==> config.mk <==
export PLATFORM = sky130hd
export DESIGN_NAME = fp_round_unit
export DESIGN_NICKNAME = d
export VERILOG_FILES = /design/src/rtl/fp_round_pkg.sv /design/src/rtl/fp_round_decide.sv /design/src/rtl/fp_round_incr.sv /design/src/rtl/fp_round_unit.sv
export SDC_FILE = /design/constraint.sdc
export NUM_CORES = 1
export LEC_CHECK = 0
export BUFFER_PORTS_ARGS = -buffer_cell sky130_fd_sc_hd__buf_2
export CAP_MARGIN = 20
export CORE_ASPECT_RATIO = 1.25
export CORE_UTILIZATION = 47
export CTS_CLUSTER_SIZE = 20
export DETAILED_ROUTE_END_ITERATION = 10
export GPL_TIMING_DRIVEN = 1
export PLACE_DENSITY = 0.8
export SYNTH_ARGS = -nofsm -noshare
export SYNTH_HDL_FRONTEND = slang
export SYNTH_SLANG_ARGS = --single-unit
==> constraint.sdc <==
create_clock -name clk -period 2.6 [get_ports clk]
set_clock_uncertainty 0.05 [all_clocks]
set_input_delay 0.13 -clock clk [delete_from_list [all_inputs] [get_ports clk]]
set_output_delay 0.13 -clock clk [all_outputs]
set_load 0.02 [all_outputs]
==> src/rtl/fp_round_pkg.sv <==
package fp_round_pkg;

    typedef enum logic [1:0] {
        RM_NEAREST = 2'd0,
        RM_ZERO    = 2'd1,
        RM_POS_INF = 2'd2,
        RM_NEG_INF = 2'd3
    } rmode_e;

    typedef struct packed {
        logic guard;
        logic rnd;
        logic sticky;
        logic lsb;
        logic sign;
    } rbits_t;

    function automatic logic calc_increment(input rmode_e m, input rbits_t b);
        logic any;
        any = b.guard | b.rnd | b.sticky;
        case (m)
            RM_ZERO:    calc_increment = 1'b0;
            RM_POS_INF: calc_increment = any & ~b.sign;
            RM_NEG_INF: calc_increment = any & b.sign;
            default:    calc_increment = b.guard & (b.rnd | b.sticky | b.lsb);
        endcase
    endfunction

    function automatic logic calc_ovf_inf(input rmode_e m, input logic sign);
        case (m)
            RM_ZERO:    calc_ovf_inf = 1'b0;
            RM_POS_INF: calc_ovf_inf = ~sign;
            RM_NEG_INF: calc_ovf_inf = sign;
            default:    calc_ovf_inf = 1'b1;
        endcase
    endfunction

endpackage

==> src/rtl/fp_round_decide.sv <==
module fp_round_decide
    import fp_round_pkg::*;
(
    input  rmode_e mode,
    input  rbits_t bits,
    output logic   incr,
    output logic   inexact,
    output logic   ovf_inf
);
    always_comb begin
        inexact = bits.guard | bits.rnd | bits.sticky;
        incr    = calc_increment(mode, bits);
        ovf_inf = calc_ovf_inf(mode, bits.sign);
    end
endmodule

==> src/rtl/fp_round_incr.sv <==
module fp_round_incr #(
    parameter int W = 62
) (
    input  logic [W-1:0] trunc,
    input  logic         incr,
    output logic [W-1:0] sum
);
    always_comb sum = trunc + {{(W-1){1'b0}}, incr};
endmodule

==> src/rtl/fp_round_unit.sv <==
module fp_round_unit
    import fp_round_pkg::*;
#(
    parameter int MANT_W = 64
) (
    input  logic              clk,
    input  logic              rst,
    input  logic              in_valid,
    input  logic [MANT_W-1:0] mant_in,
    input  logic              sticky_in,
    input  logic              sign_in,
    input  logic [1:0]        mode_in,
    output logic              out_valid,
    output logic [MANT_W-3:0] mant_out,
    output logic              rnd_up,
    output logic              inexact,
    output logic              ovf_to_inf
);
    localparam int OUT_W = MANT_W - 2;

    logic [OUT_W-1:0] trunc_w;
    logic [OUT_W-1:0] sum_w;
    rbits_t           bits_w;
    rmode_e           mode_w;
    logic             incr_w;
    logic             inex_w;
    logic             ovf_w;

    assign trunc_w = mant_in[MANT_W-1:2];
    assign mode_w  = rmode_e'(mode_in);
    assign bits_w  = '{guard: mant_in[1], rnd: mant_in[0], sticky: sticky_in,
                       lsb: mant_in[2], sign: sign_in};

    fp_round_decide u_decide (
        .mode    (mode_w),
        .bits    (bits_w),
        .incr    (incr_w),
        .inexact (inex_w),
        .ovf_inf (ovf_w)
    );

    fp_round_incr #(.W(OUT_W)) u_incr (
        .trunc (trunc_w),
        .incr  (incr_w),
        .sum   (sum_w)
    );

    always_ff @(posedge clk) begin
        if (rst) begin
            out_valid  <= 1'b0;
            mant_out   <= '0;
            rnd_up     <= 1'b0;
            inexact    <= 1'b0;
            ovf_to_inf <= 1'b0;
        end else begin
            out_valid  <= in_valid;
            mant_out   <= sum_w;
            rnd_up     <= incr_w;
            inexact    <= inex_w;
            ovf_to_inf <= ovf_w;
        end
    end

    // Assertions next to the registered results
    a_r2_valid_delay: assert property (@(posedge clk) disable iff (rst)
        1'b1 |=> out_valid == $past(in_valid));
    a_r4_exact_no_round: assert property (@(posedge clk) disable iff (rst)
        (mant_in[1:0] == 2'b00 && !sticky_in) |=> (!inexact && !rnd_up));
    a_r5_inexact_set: assert property (@(posedge clk) disable iff (rst)
        (mant_in[1:0] != 2'b00 || sticky_in) |=> inexact);
    a_r7_zero_mode: assert property (@(posedge clk) disable iff (rst)
        (mode_in == 2'd1) |=> !rnd_up);
    a_r3_mant_value: assert property (@(posedge clk) disable iff (rst)
        1'b1 |=> mant_out == $past(mant_in[MANT_W-1:2]) + {{(OUT_W-1){1'b0}}, rnd_up});
    a_r9_ovf_zero_mode: assert property (@(posedge clk) disable iff (rst)
        (mode_in == 2'd1) |=> !ovf_to_inf);
    a_r8_directed: assert property (@(posedge clk) disable iff (rst)
        rnd_up |-> (inexact || $past(mode_in) == 2'd0));
endmodule

==> results of run 1 <==
==> worst paths after layout <==
path	cells after the start	end	startpoint	slack (ps)
max	12	mant_out[54]$_SDFF_PP0_	mode_in[1]	240
min	3	mant_out[21]$_SDFF_PP0_	mant_in[23]	7
==> registers in the layout (all words and copies together), names as in the netlist <==
signal / flops
inexact: 1
mant_out: 62
out_valid: 1
ovf_to_inf: 1
rnd_up: 1
==> per-layer routing <==
metal / routed length [um] / share of wire / vias to the layer above / global-route usage
li1: - / - / 1577 / -
met1: 3215 / 0.41 / 1469 / 0.2769
met2: 3979 / 0.51 / 118 / 0.4167
met3: 474 / 0.061 / 14 / 0.05495
met4: 115 / 0.015 / 0 / 0.1010
met5: 0 / 0 / - / 0
==> synthesized netlist by cell type (2+ instances only) <==
library cell,number,share of area
inv_1,6,0.0074
nor2b_1,6,0.012
and3_1,5,0.010
xnor2_1,8,0.023
a21oi_1,25,0.041
dfxtp_1,66,0.44
o21ai_0,20,0.033
xor2_1,27,0.078
nand3_1,28,0.046
nor3_1,7,0.012
nor4_4,2,0.014
clkbuf_1,7,0.0087
nand4_2,2,0.0082
nand2_1,29,0.036
nor4_1,6,0.012
ha_1,2,0.0082
nand4_1,23,0.047
nor2_1,49,0.061
or3_1,19,0.039
or4_1,4,0.0099
o31ai_1,3,0.0074
buf_2,2,0.0033
==> power groups by stage <==
| stage | clock, uW | combinational, uW | sequential (uW) |
|---|---|---|---|
| 6_report | 745 | 351 | 1080 |
| 5_1_grt | 800 | 384 | 1090 |
| 4_1_cts | 760 | 351 | 1080 |
| 3_5_place_dp | 0 | 348 | 1100 |
| 3_3_place_gp | 0 | 341 | 1100 |
| 2_1_floorplan | 0 | 102 | 1180 |
==> critical path: cells and delay by family <==
family / cells / cell delay [ps]
simple gates: 5 / 1240
fa+ha+maj: 2 / 390
compound gates: 2 / 330
buf+inv: 2 / 300
xor+xnor: 1 / 170
==> cells by family (layout without fill, tap and decap cells) <==
kind of cell | after synthesis | in the layout | synth area share
XOR/XNOR | 35 | 35 | 0.1009
adder cells (fa/ha/maj) | 2 | 2 | 0.008239
AO/OA/AOI/OAI | 51 | 51 | 0.09065
buffers and inverters | 16 | 167 | 0.02060
AND/OR/NAND/NOR | 190 | 190 | 0.3408
multiplexers | 1 | 1 | 0.003708
flip-flops | 66 | 66 | 0.4351
==> stage by stage <==
step	util	setup slack, ps	instance area [sq um]
finish	0.6514	236.8	4043
global route	0.6514	9.600	4043
CTS	0.6494	184.2	4030
detailed placement	0.6204	-144.1	3850
global placement	0.6204	-10.05	3850
floorplan	-	248.9	3037
==> layout make-up <==
class                           instances  area, sq um
Fill cell                             527         2163
Multi-Input combinational cell        279         1668
Sequential cell                        66         1321
Timing Repair Buffer                  145        754.5
Clock buffer                           10        137.6
Tap cell                               85        106.4
Clock inverter                          6        32.53
Inverter                                6        22.52
==> what timing repair did <==
action,in CTS,in global routing
endpoints found under the hold margin,1,0
hold buffers,1,0
gates resized for setup,0,2
setup endpoints to repair,0,1
==> reports/metrics.cfg, run 1 <==
[final_layout]
diodes=0
layout-drive-gt1-share=0.3379
fin_cells=597
final_cell_mix=136 x buf_2, 66 x dfxtp_1, 49 x nor2_1
layout_commonest_cell=buf_2
nets=580
syn_to_final_growth_pct=33.13

[critical_path]
arrival_ps=2570
cp-end-kind=flop
path_cells=buf_2, nand2_1, xor2_1, o211a_1, ha_1, ha_1, nand3_1, nor4_4, buf_6, nand4_2, or4_1, a21oi_1
cp_max_fo=11
crit_top_cell=ha_1
cp-start-kind=input port
slowest_delay_ps=550
worst_path_max_delay_cell=or4_1
critPathKind=input port to flop
cp.required_ps=2810

[synthesis]
synth_cell_types=37
syn-cell-area_sq_um=3037
postSynthCellCount=361
ys_ff_latch=66
avgSynthCellArea_sq_um=8.412
synthArstFlopShare=0
ys.flop_type=dfxtp_1
ys.warnings.count=0
syn-num-nets=434
synth-edff-count=0
synth-seq-area-share=0.4351

[clock_network]
clkSinkCount=66
post_cts_buffers=0
cts_htree_levels=3
cts.reportedPaths.clkPinSlew_ps=60
root_buffer=clkbuf_8
cts_tree=built
numCtsBuffers=9
clk_path_buf_depth=2

[sta]
worst_slew_pin_slew_ps=620.7
setup_viol=0
max_slew_margin=0.5862
finalSetupTns_ps=0
hold_ws_ps=6.513
post-route-period-util=0.9089
drv_slew=0
period_needed_ps=2363
rsz0062_at_grt=no
final_hold_viol_count=0
fmax_mhz=423.2

[grt]
grt_pass1_vias=2973
gr-total-overflow=0
grt_start_max_net_pins=35
grt_pass1_wl_mm=12.70
grtUsageTotal=0.2403
antenna_found_initial=0

[worst_hold_path]
min_path_type=input port to flop

[power]
switching_share=0.2838
p_switching_uw=618.0
p_per_area_nw_per_um2=538.6
sequentialPowerShare=0.497
p_leak_uw=0.001754
total_power_uw=2177
power_frac_clock=0.342
ir_worst_vdd_v=0.0003394
combPwrFrac=0.161
intPower_uw=1559

[die]
start_util=0.4893
fp-row-count=32
die_w_um=73.90
coreArea_sq_um=6206
pin_count=137
die_h_um=91.87
die_area_sq_um=6789

[placement]
port_buffers=136
dp.cells=580
dp_hpwl_mm=5.968
gp_congestion=0.8216

[run]
cap_viol_max_count=0

[detailed_routing]
ant_nets=0
drcViolationCount=0
wire_per_inst_um=13.04
drtPass1Iterations=4
vias=3178
drt_iter0_drc=154
via_per_inst=5.323
wl_mm=7.784

[outcome]
status=completed

(Power assumes the default switching activity.)
==> run 2, diff against run 1 <==
Settings changed: CORE_UTILIZATION 47 to 51, CTS_BUF_LIST set to sky130_fd_sc_hd__clkbuf_8 sky130_fd_sc_hd__clkbuf_16, PLACE_DENSITY 0.8 to 0.86.
Clock period 2.6 ns to 3.05 ns, I/O delays scaled along.
==> run 2 against run 1 <==
Sequential cell count stayed put. Sequential share of layout area is 0.60 points higher. Via count is 0.13% lower. Critical path type unchanged. Wire length is 1.8% lower. Non-clock buffer count is 4 lower. Cell count is 3.9% lower. Clock-buffer cell count stayed put. Sequential power is 15% lower. Cell area is 1.8% lower. The run now ends with design-rule violations left. Highest routed layer unchanged.
==> reports/metrics.cfg, run 2 (synthesis results as in run 1) <==
[clock_network]
numCtsBuffers=9
cts_htree_levels=3
cts.reportedPaths.clkPinSlew_ps=70
clk_path_buf_depth=2
cts.repair.resized=0
clkSinkCount=66
cts_tree=built
root_buffer=clkbuf_8

[sta]
worst_slew_pin_slew_ps=781.0
setup_viol=0
fmax_mhz=427.0
rsz0062_at_grt=no
max_slew_margin=0.4793
period_needed_ps=2342
drv_slew=0
finalSetupTns_ps=0
post-route-period-util=0.7678
final_hold_viol_count=0

[die]
pin_count=137
start_util=0.5254
coreArea_sq_um=5779
die_h_um=88.27
die_w_um=71.02
die_area_sq_um=6268
fp-row-count=31

[grt]
grt_pass1_vias=2766
antenna_found_initial=0
grtUsageTotal=0.2405
gr-total-overflow=0
grt_pass1_wl_mm=11.75
grt_start_max_net_pins=45

[final_layout]
final_cell_mix=136 x buf_2, 66 x dfxtp_1, 49 x nor2_1
diodes=0
largest_reg_flops=62
layout_commonest_cell=buf_2
syn_to_final_growth_pct=30.74
nets=576
top_register=mant_out
layout-drive-gt1-share=0.3268
nFillCells=489

[detailed_routing]
ant_nets=0
via_per_inst=5.530
drt_iter0_drc=179
drcViolationCount=9
wl_mm=7.647
drtPass1Iterations=9
vias=3174
wire_per_inst_um=13.32

[critical_path]
critPathKind=input port to flop
cp_max_fo=9
cp.required_ps=3270
cp-end-kind=flop
cp-start-kind=input port
arrival_ps=2560

[power]
p_leak_uw=0.001736
ir_worst_vdd_v=0.0003378
p_per_area_nw_per_um2=462.2
total_power_uw=1835

[outcome]
status=finished with violations
violations=design-rule violations

[placement]
port_buffers=136
gp_congestion=0.8153
dp_hpwl_mm=5.838

[worst_hold_path]
min_path_cells=3
min_path_type=input port to flop

[run]
cap_viol_max_count=0

==> run 2: cell count changes in the layout (fill, tap and decap cells not counted) <==
| cell | change |
|---|---|
| nor4_4 | -1 |
| buf_4 | -3 |
| clkinvlp_4 | -1 |
| nor4_2 | +1 |
| inv_1 | +3 |
| buf_6 | -1 |
| clkinv_2 | -2 |
==> run 2: report_power, final <==
| group | internal [uW] | total, uW | switching [uW] | leakage (uW) |
|---|---|---|---|---|
| combinational | 109 | 298 | 189 | 0.00109 |
| clock | 304 | 615 | 311 | 0.0000996 |
| sequential | 911 | 922 | 11.3 | 0.000550 |
==> run 2: worst paths after layout <==
path	startpoint	to	slack [ps]
max	mode_in[1]	mant_out[54]$_SDFF_PP0_	710
min	mant_in[63]	mant_out[61]$_SDFF_PP0_	30
==> run 2: cell type report <==
type / count / area, sq um / share of cell area
clock buffers: 10 / 137.6 / 0.03467
flip-flops and latches: 66 / 1321 / 0.3328
repair buffers: 141 / 720.7 / 0.1815
clock inverters: 6 / 26.28 / 0.006618
well taps: 66 / 82.58 / 0.02080
multi-input cells: 279 / 1659 / 0.4179
inverters: 6 / 22.52 / 0.005673
==> run 2: critical path: stages <==
cell and delay (ps):
buf_2 100, nand2_1 60, xor2_1 160, o211a_1 180, ha_1 200, ha_1 220, nand3_1 150, nor4_2 220
buf_4 230, nand4_2 200, or4_1 530, a21oi_1 150
==> run 2: through the flow <==
stage               worst slack (ps)    util  hold WS, ps  std cells  instance area [sq um]
global route                   509.5  0.6869        26.86        574                   3970
global placement               512.5  0.6569        316.0        557                   3796
finish                         708.2  0.6869        33.15        574                   3970
detailed placement             373.6  0.6569        328.6        557                   3796
floorplan                      676.4       -        230.7        361                   3037
CTS                            700.5  0.6869        23.59        574                   3970
==> run 2: layer usage <==
| layer | global-route usage | share of wire | vias to the layer above |
|---|---|---|---|
| met5 | 0 | 0 | - |
| met4 | 0.1273 | 0.023 | 0 |
| met3 | 0.05581 | 0.068 | 14 |
| met2 | 0.4397 | 0.52 | 129 |
| met1 | 0.2596 | 0.39 | 1457 |
| li1 | - | - | 1574 |
==> run 2: repair_timing <==
| action | in CTS | in global routing |
|---|---|---|
| buffers inserted | 0 | 0 |
| hold endpoints to repair | 1 | 0 |
| hold buffers | 1 | 0 |
